File: config.mk
export PLATFORM = sky130hd
export DESIGN_NAME = serial_muldiv
export DESIGN_NICKNAME = d
export VERILOG_FILES = /design/src/rtl/serial_muldiv_pkg.sv /design/src/rtl/smd_seq.sv /design/src/rtl/smd_mul_stage.sv /design/src/rtl/smd_div_stage.sv /design/src/rtl/serial_muldiv.sv
export SDC_FILE = /design/constraint.sdc
export NUM_CORES = 1
export LEC_CHECK = 0
export ABC_AREA = 1
export CAP_MARGIN = 10
export CORE_MARGIN = 5
export CORE_UTILIZATION = 30
export DETAILED_ROUTE_END_ITERATION = 6
export HOLD_SLACK_MARGIN = 0.08
export SYNTH_ARGS = -nofsm -noshare
export SYNTH_HDL_FRONTEND = slang
export SYNTH_HIERARCHICAL = 1
export SYNTH_SLANG_ARGS = --single-unit
File: constraint.sdc
create_clock -name clk -period 2.7 [get_ports clk]
set_input_delay 0.54 -clock clk [delete_from_list [all_inputs] [get_ports clk]]
set_output_delay 0.54 -clock clk [all_outputs]
set_load 0.05 [all_outputs]
File: src/rtl/serial_muldiv_pkg.sv
package serial_muldiv_pkg;
  typedef enum logic {
    OP_MUL = 1'b0,
    OP_DIV = 1'b1
  } smd_op_e;
endpackage

File: src/rtl/smd_seq.sv
module smd_seq
  import serial_muldiv_pkg::*;
#(
  parameter int MUL_STEPS = 8,
  parameter int DIV_STEPS = 16,
  parameter int CNT_W     = 5
) (
  input  logic clk,
  input  logic rst,
  input  logic start_i,
  input  logic op_i,
  output logic mul_run_o,
  output logic div_run_o,
  output logic busy_o
);
  localparam logic [CNT_W-1:0] MUL_LOAD = CNT_W'(MUL_STEPS);
  localparam logic [CNT_W-1:0] DIV_LOAD = CNT_W'(DIV_STEPS);

  logic [CNT_W-1:0] mcnt_q, dcnt_q, mcnt_n, dcnt_n;
  logic             busy_q, busy_n;
  smd_op_e          op_sel;

  assign op_sel = smd_op_e'(op_i);

  always_comb begin
    mcnt_n = (mcnt_q != '0) ? mcnt_q - 1'b1 : '0;
    dcnt_n = (dcnt_q != '0) ? dcnt_q - 1'b1 : '0;
    if (start_i) begin
      mcnt_n = (op_sel == OP_MUL) ? MUL_LOAD : '0;
      dcnt_n = (op_sel == OP_DIV) ? DIV_LOAD : '0;
    end
    busy_n = (mcnt_n != '0) || (dcnt_n != '0);
  end

  always_ff @(posedge clk) begin
    if (rst) begin
      mcnt_q <= '0;
      dcnt_q <= '0;
      busy_q <= 1'b0;
    end else begin
      mcnt_q <= mcnt_n;
      dcnt_q <= dcnt_n;
      busy_q <= busy_n;
    end
  end

  assign mul_run_o = (mcnt_q != '0);
  assign div_run_o = (dcnt_q != '0);
  assign busy_o    = busy_q;

  a_r11_busy_matches_counts: assert property (@(posedge clk) disable iff (rst)
    busy_q == ((mcnt_q != '0) || (dcnt_q != '0)));
  a_r9_single_countdown: assert property (@(posedge clk) disable iff (rst)
    !((mcnt_q != '0) && (dcnt_q != '0)));
  a_r2_mul_armed: assert property (@(posedge clk) disable iff (rst)
    (start_i && !op_i) |=> (mcnt_q == MUL_LOAD && dcnt_q == '0));
  a_r5_div_armed: assert property (@(posedge clk) disable iff (rst)
    (start_i && op_i) |=> (dcnt_q == DIV_LOAD && mcnt_q == '0));
  a_r11_mul_countdown: assert property (@(posedge clk) disable iff (rst)
    (!start_i && mcnt_q != '0) |=> (mcnt_q == $past(mcnt_q) - 1'b1));
endmodule

File: src/rtl/smd_mul_stage.sv
module smd_mul_stage #(
  parameter int W    = 16,
  parameter int SH_W = 24
) (
  input  logic [W-1:0]    prod_i,
  input  logic [W-1:0]    mplr_i,
  input  logic [SH_W-1:0] shf_i,
  output logic [W-1:0]    prod_o,
  output logic [W-1:0]    mplr_o,
  output logic [SH_W-1:0] shf_o
);
  always_comb begin
    prod_o = mplr_i[0] ? prod_i + shf_i[W-1:0] : prod_i;
    mplr_o = mplr_i >> 1;
    shf_o  = shf_i << 1;
  end
endmodule

File: src/rtl/smd_div_stage.sv
module smd_div_stage #(
  parameter int W    = 16,
  parameter int SH_W = 24
) (
  input  logic [W-1:0]    rem_i,
  input  logic [W-1:0]    quot_i,
  input  logic [SH_W-1:0] shf_i,
  output logic [W-1:0]    rem_o,
  output logic [W-1:0]    quot_o,
  output logic [SH_W-1:0] shf_o
);
  localparam int PAD = SH_W - W;

  logic [SH_W-1:0] shf_dn;
  logic [SH_W-1:0] rem_ext;
  logic            fits;

  always_comb begin
    shf_dn  = shf_i >> 1;
    rem_ext = {{PAD{1'b0}}, rem_i};
    fits    = (rem_ext >= shf_dn);
    shf_o   = shf_dn;
    if (fits) begin
      rem_o  = rem_i - shf_dn[W-1:0];
      quot_o = {quot_i[W-2:0], 1'b1};
    end else begin
      rem_o  = rem_i;
      quot_o = {quot_i[W-2:0], 1'b0};
    end
  end
endmodule

File: src/rtl/serial_muldiv.sv
module serial_muldiv
  import serial_muldiv_pkg::*;
#(
  parameter int N = 8
) (
  input  logic           clk,
  input  logic           rst,
  input  logic           start_i,
  input  logic           op_i,
  input  logic [2*N-1:0] opnd_wide_i,
  input  logic [N-1:0]   opnd_narrow_i,
  output logic [2*N-1:0] prod_rem_o,
  output logic [2*N-1:0] quot_mplr_o,
  output logic           busy_o
);
  localparam int W         = 2 * N;
  localparam int SH_W      = W + N;
  localparam int MUL_STEPS = N;
  localparam int DIV_STEPS = W;
  localparam int CNT_W     = $clog2(DIV_STEPS + 1);

  logic [W-1:0]    prod_q, quot_q;
  logic [SH_W-1:0] shf_q;
  logic            mul_run, div_run;
  logic [W-1:0]    m_prod, m_quot, d_rem, d_quot;
  logic [SH_W-1:0] m_shf, d_shf;
  smd_op_e         op_sel;

  assign op_sel = smd_op_e'(op_i);

  smd_seq #(
    .MUL_STEPS(MUL_STEPS),
    .DIV_STEPS(DIV_STEPS),
    .CNT_W    (CNT_W)
  ) u_seq (
    .clk      (clk),
    .rst      (rst),
    .start_i  (start_i),
    .op_i     (op_i),
    .mul_run_o(mul_run),
    .div_run_o(div_run),
    .busy_o   (busy_o)
  );

  smd_mul_stage #(.W(W), .SH_W(SH_W)) u_mul (
    .prod_i(prod_q), .mplr_i(quot_q), .shf_i(shf_q),
    .prod_o(m_prod), .mplr_o(m_quot), .shf_o(m_shf)
  );

  smd_div_stage #(.W(W), .SH_W(SH_W)) u_div (
    .rem_i (prod_q), .quot_i(quot_q), .shf_i(shf_q),
    .rem_o (d_rem),  .quot_o(d_quot), .shf_o(d_shf)
  );

  always_ff @(posedge clk) begin
    if (rst) begin
      prod_q <= '0;
      quot_q <= '0;
      shf_q  <= '0;
    end else if (start_i) begin
      if (op_sel == OP_MUL) begin
        prod_q <= '0;
        quot_q <= {{(W-N){1'b0}}, opnd_wide_i[N-1:0]};
        shf_q  <= {{(SH_W-N){1'b0}}, opnd_narrow_i};
      end else begin
        prod_q <= opnd_wide_i;
        quot_q <= '0;
        shf_q  <= {opnd_narrow_i, {W{1'b0}}};
      end
    end else if (mul_run) begin
      prod_q <= m_prod;
      quot_q <= m_quot;
      shf_q  <= m_shf;
    end else if (div_run) begin
      prod_q <= d_rem;
      quot_q <= d_quot;
      shf_q  <= d_shf;
    end
  end

  assign prod_rem_o  = prod_q;
  assign quot_mplr_o = quot_q;

  a_r10_idle_hold: assert property (@(posedge clk) disable iff (rst)
    (!start_i && !busy_o) |=> ($stable(prod_rem_o) && $stable(quot_mplr_o)));
  a_r3_mplr_shift: assert property (@(posedge clk) disable iff (rst)
    (!start_i && mul_run) |=> (quot_mplr_o == ($past(quot_mplr_o) >> 1)));
  a_r3_prod_monotone: assert property (@(posedge clk) disable iff (rst)
    (!start_i && mul_run) |=> (prod_rem_o >= $past(prod_rem_o)));
  a_r6_quot_shift: assert property (@(posedge clk) disable iff (rst)
    (!start_i && div_run) |=> (quot_mplr_o[W-1:1] == $past(quot_mplr_o[W-2:0])));
  a_r6_rem_shrinks: assert property (@(posedge clk) disable iff (rst)
    (!start_i && div_run) |=> (prod_rem_o <= $past(prod_rem_o)));
  a_r2_mul_load: assert property (@(posedge clk) disable iff (rst)
    (start_i && !op_i) |=> (prod_rem_o == '0));
endmodule

# --- Yosys cells after proc, flatten, opt, wreduce, memory -nomap -nowiden ---
# Index checks and enable logic that the tools add are counted.
classes:
  add_sub_neg: 4
  order_cmp: 1
  n_eq_ne: 1
  n_mux: 21
  reduce_logical: 8
op_table:
  columns: ["operator", "n"]
  rows:
  - ["2-to-1 mux 16 bit", 9]
  - ["2-to-1 mux 24 bit", 4]
  - ["2-to-1 mux 5 bit", 5]
  - [">= comparator 16 x 23 -> 1 bit", 1]
  - ["nonzero test 5 bit", 4]
  - ["adder 16 bit", 1]
  - ["subtractor 16 bit", 1]
  - ["subtractor 5 x 1 -> 5 bit, second input constant", 2]
  - ["2-to-1 mux 8 bit", 1]
  - ["nonzero test 3 bit", 2]
  - ["2-to-1 mux 4 bit", 1]
  - ["!= test 3 bit, second input constant", 1]
  - ["AND reduction 3 bit", 1]
  - ["logical OR 1 bit", 1]
  - ["2-to-1 mux 1 bit", 1]
word_totals:
  ff_bits: 67
  in_bits: 28
  output_inout_bits: 33
  wordCells: 41

# --- Logic depth before layout (Yosys ltp) ---
depth:
  ltp_word: 5
  mapped_depth: 19
  mapped_depth_nobuf: 18

# --- By module ---
# Netlist, hierarchy kept.
modules_own_cells:
  columns: ["mod", "instances", "cells_each", "area_each_um2", "seq_area_each_um2"]
  rows:
  - ["serial_muldiv", 1, 521, 3088.0, 1121.1]
  - ["smd_div_stage", 1, 342, 1805.5, 0.0]
  - ["smd_mul_stage", 1, 262, 1380.1, 0.0]
  - ["smd_seq", 1, 77, 561.8, 220.2]

# --- Worst setup path before layout ---
# No wires, ideal clock.
synth_timing:
  path_type: "reg2reg"
  from: "register prod_q[2] (netlist: prod_rem_o[2])"
  to: "register prod_q[14] (netlist: prod_rem_o[14])"
  setup_ns: 0.128
  arrival_time_ns: 2.248
  slack_ns: 0.324
  stages_incl_launch_ff: 18
  path_buffers: 2
  synth_period_minus_slack_ns: 2.376
  path_cell_list: "dfxtp_1 ha_1 buf_6 a21oi_2 nand2_1 nand2_1 nand2_2 nand2_1 nand4_4 buf_8 nand2_1 nand2_1 inv_1 nand2_1 nand2_1 nor2_1 nor2_1 nor2_1"
synth_between:
  elab_cells_between_ends: 10
  classes_between: "add/sub: 2; order compare: 1; mux: 5; reduce/logical: 2"
synth_lines:
  columns: ["item", "line", "source"]
  rows:
  - ["from (decl)", "serial_muldiv.sv:22", "logic [W-1:0] prod_q, quot_q;"]
  - ["from (signal assigned)", "serial_muldiv.sv:66", "prod_q <= opnd_wide_i;"]
  - ["from (signal assigned)", "serial_muldiv.sv:71", "prod_q <= m_prod;"]
  - ["from (signal assigned)", "serial_muldiv.sv:75", "prod_q <= d_rem;"]
  - [">= comparator 16 x 23 -> 1 bit", "smd_div_stage.sv:21", "fits = (rem_ext >= shf_dn);"]
  - ["via u_div.fits", "smd_div_stage.sv:16", "logic fits;"]
  - ["nonzero test 3 bit (no line)", null, null]
  - ["AND reduction 3 bit (no line)", null, null]
# The timed path passes the listed nets, and every way through them passes these cells. The select of a mux whose other input is x is not followed.
# A chain may end at the register's enable or synchronous reset.

# --- Final worst setup path ---
layout_timing:
  from: "register shf_q[3]"
  to: "register prod_q[11] (netlist: prod_rem_o[11])"
layout_between:
  elab_chain_len: 5
  elab_cells_between_ends: 10
  classes_between: "add/sub: 2; order compare: 1; mux: 5; reduce/logical: 2"
layout_rtl:
  columns: ["item", "line", "source"]
  rows:
  - ["from (decl)", "serial_muldiv.sv:23", "logic [SH_W-1:0] shf_q;"]
  - ["from (signal assigned)", "serial_muldiv.sv:64", "shf_q <= {{(SH_W-N){1'b0}}, opnd_narrow_i};"]
  - ["from (signal assigned)", "serial_muldiv.sv:68", "shf_q <= {opnd_narrow_i, {W{1'b0}}};"]
  - ["from (signal assigned)", "serial_muldiv.sv:73", "shf_q <= m_shf;"]
  - ["subtractor 16 bit", "smd_div_stage.sv:24", "rem_o = rem_i - shf_dn[W-1:0];"]
  - ["2-to-1 mux 16 bit", "smd_div_stage.sv:23", "if (fits) begin"]
  - ["via d_rem[11]", "serial_muldiv.sv:25", "logic [W-1:0] m_prod, m_quot, d_rem, d_quot;"]
  - ["2-to-1 mux 16 bit", "serial_muldiv.sv:74", "end else if (div_run) begin"]
  - ["2-to-1 mux 16 bit", "serial_muldiv.sv:70", "end else if (mul_run) begin"]
  - ["2-to-1 mux 16 bit", "serial_muldiv.sv:60", "end else if (start_i) begin"]
# The timed path passes the listed nets, and every way through them passes these cells. The select of a mux whose other input is x is not followed.

==> flow_summary.toml <==
[power]
swShare = 0.485
seq_power_share = 0.219
switchingPower_mw = 2.73
max-vdd-ir-drop_uv = 356
combPwrFrac = 0.563
p_int_mw = 2.89
power-per-cell-area_nw_per_um2 = 747
power.total_mw = 5.62
leakagePower_nw = 3.79
pwr-share-clk = 0.218

[cells_and_area]
nets = 1251
fillers = 2547
area_delta_synth_final_pct = 10.0
layout.cells.non_filler = 1478
antenna_cells = 0
fin_area_um2 = 7520
post-route-util = 0.333
layout-drive-gt1-share = 0.0746

[die]
dieArea_um2 = 25900
die_x_um = 161
row_count = 55
placeableCoreArea_um2 = 22600
initial_core_util = 0.303
boundaryPins = 61
die_h_um = 161

[clock_network]
cts_max_level = 3
clk_latency_ps = 350
clk_pin_slew_worst_paths_ps = 60
clockRootBuffer = "clkbuf_16"
cts_resized = 0
postCtsSetupBuffers = 0
numCtsBuffers = 9
clock_path_buffers = 2
cts_tree = "yes"
cts_sinks = 67
postCtsHoldBufs = 0

[setup_path]
endpoint_kind = "register"
required_ps = 2940
ff2ff_path_depth = 15
cp.arrival_ps = 2710
start_kind = "register"
crit_type = "register to register"
cp_max_fo = 17

[flow_run]
drv_cap = 0

[sta]
hold_viol = 0
max_freq_ghz = 0.405
setup_tns_ps = 0
final.period_utilization = 0.915
relSlewSlack = 0.510
setup_viol = 0
worst_pin_slew_ps = 734
period_needed_ps = 2470
clock_skew_ps = 10.9
slew_violations = 0

[detailed_routing]
viasPerCell = 4.69
drt.antenna.violating_nets = 0
wl_per_cell_um = 13.9
wl_mm = 20.6
vias = 6934
first_pass_iters = 5
remaining_drc_errors = 0
drt_iter0_drc = 511

[logic_synthesis]
ys_types = 41
syn-cell-area_um2 = 6840
yosysWarnings = 6
ys_ff_latch = 67
synthesis.area_per_instance_um2 = 5.69
synthCells = 1202
ys_seq_area_frac = 0.196

[placement]
place_hpwl_mm = 15.4
gp_congestion = 0.918
dp_cells = 1461
placement.cell_area_um2 = 7210
port_buffers = 60

[global_route]
grt.total_usage = 0.158
antenna_found_initial = 0
grt_pass1_wl_mm = 33.3
overflow = 0
grt_pass1_vias = 6369
grt_max_degree = 61

[outcome]
status = "finished, final reports clean"

[min_path]
min_path_cells = 2
min_path_type = "register to register"
==> cell families after synthesis <==
| kind of cell | count (synthesis) | synth area share |
|---|---|---|
| AND/OR/NAND/NOR | 677 | 0.412 |
| buffers and inverters | 270 | 0.205 |
| AO/OA/AOI/OAI | 140 | 0.105 |
| flip-flops | 67 | 0.196 |
| adder cells (fa/ha/maj) | 35 | 0.0663 |
| XOR/XNOR | 11 | 0.0141 |
| other | 2 | 0.00110 |
==> worst paths after layout <==
path	endpoint	from	slack, ps
min reg2reg	quot_mplr_o[15]	quot_mplr_o[15]	480
max reg2reg	prod_rem_o[11]	shf_q[3]	230
min	quot_mplr_o[15]	quot_mplr_o[15]	480
max	prod_rem_o[11]	shf_q[3]	230
==> cells in the final DEF, fill, tap and decap left out, types with 5 or more instances in the layout <==
cell / Yosys / layout
nand3_1: 64 / 64
nor2_1: 125 / 125
clkdlybuf4s50_1: 0 / 59
nand2_1: 439 / 439
nor3_1: 7 / 7
buf_4: 87 / 36
o21ai_0: 63 / 63
dfxtp_1: 67 / 67
a21oi_1: 69 / 69
inv_1: 143 / 143
nand2_2: 11 / 11
xnor2_1: 6 / 6
ha_1: 33 / 33
clkbuf_16: 0 / 9
nand4_1: 6 / 6
xor2_1: 5 / 5
nor2_4: 6 / 6
==> cell type report <==
class / count / area (µm²) / share of cell area
Clock buffer: 10 / 229 / 0.0304
Clock inverter: 6 / 73.8 / 0.00981
Timing Repair Buffer: 96 / 866 / 0.115
Inverter: 148 / 557 / 0.0740
Multi-Input combinational cell: 866 / 4100 / 0.545
Sequential cell: 67 / 1340 / 0.178
Tap cell: 285 / 357 / 0.0474
==> metrics by stage <==
stage	setup WS, ps	hold WS (ps)
2_1_floorplan	324	481
3_3_place_gp	284	474
3_5_place_dp	270	478
4_1_cts	238	485
5_1_grt	-2.11	535
6_report	230	485
==> critical path, stage by stage, from the launching register on <==
cell and delay, ps:
dfxtp_1 440, inv_1 80, ha_1 430, a21oi_2 160, nand2_1 100, nand2_1 90, nand2_2 80, nand2_1 110
nand4_4 270, buf_4 250, nand2_1 50, nand2_1 50, nand2_1 70, a21oi_1 60, nor2_1 90, nor2_1 40
==> routing by layer <==
metal / vias to the layer above / part of all wire / global-route usage
met5: - / 0 / 0
met4: 0 / 0.017 / 0.0403
met3: 27 / 0.050 / 0.0290
met2: 198 / 0.45 / 0.256
met1: 3114 / 0.48 / 0.217
li1: 3595 / - / -
==> power groups by stage <==
| stage | sequential (mW) | clock [mW] | combinational [mW] |
|---|---|---|---|
| after floorplan | 1.47 | 0 | 2.24 |
| after global placement | 1.25 | 0 | 3.12 |
| after detailed placement | 1.25 | 0 | 3.12 |
| after CTS | 1.23 | 1.26 | 3.14 |
| after global routing | 1.25 | 1.30 | 3.54 |
| final | 1.23 | 1.23 | 3.16 |
==> synthesized netlist by cell type, drive strengths merged <==
cell | number | share of area
xor2 | 5 | 0.0064
conb | 2 | 0.0011
clkbuf | 12 | 0.0070
inv | 147 | 0.081
a21o | 1 | 0.0011
o21bai | 1 | 0.0016
or2 | 4 | 0.0037
buf | 110 | 0.12
nand3b | 2 | 0.0022
and2 | 2 | 0.0022
o21ai | 67 | 0.049
nand3 | 66 | 0.051
ha | 33 | 0.060
a21boi | 1 | 0.0016
clkinv | 1 | 0.00073
nand4 | 7 | 0.0086
xnor2 | 6 | 0.0077
a21oi | 70 | 0.052
nor2 | 135 | 0.082
nand2 | 453 | 0.26
nor3 | 8 | 0.0066
fa | 2 | 0.0059
dfxtp | 67 | 0.20
==> flip-flops by register name, summed over array words and instances, names as in the netlist <==
register      count
u_seq/dcnt_q      5
u_seq/mcnt_q      5
u_seq/busy_o      1
quot_mplr_o      16
prod_rem_o       16
shf_q            24
Note: power is estimated with default switching activity, not from simulation.
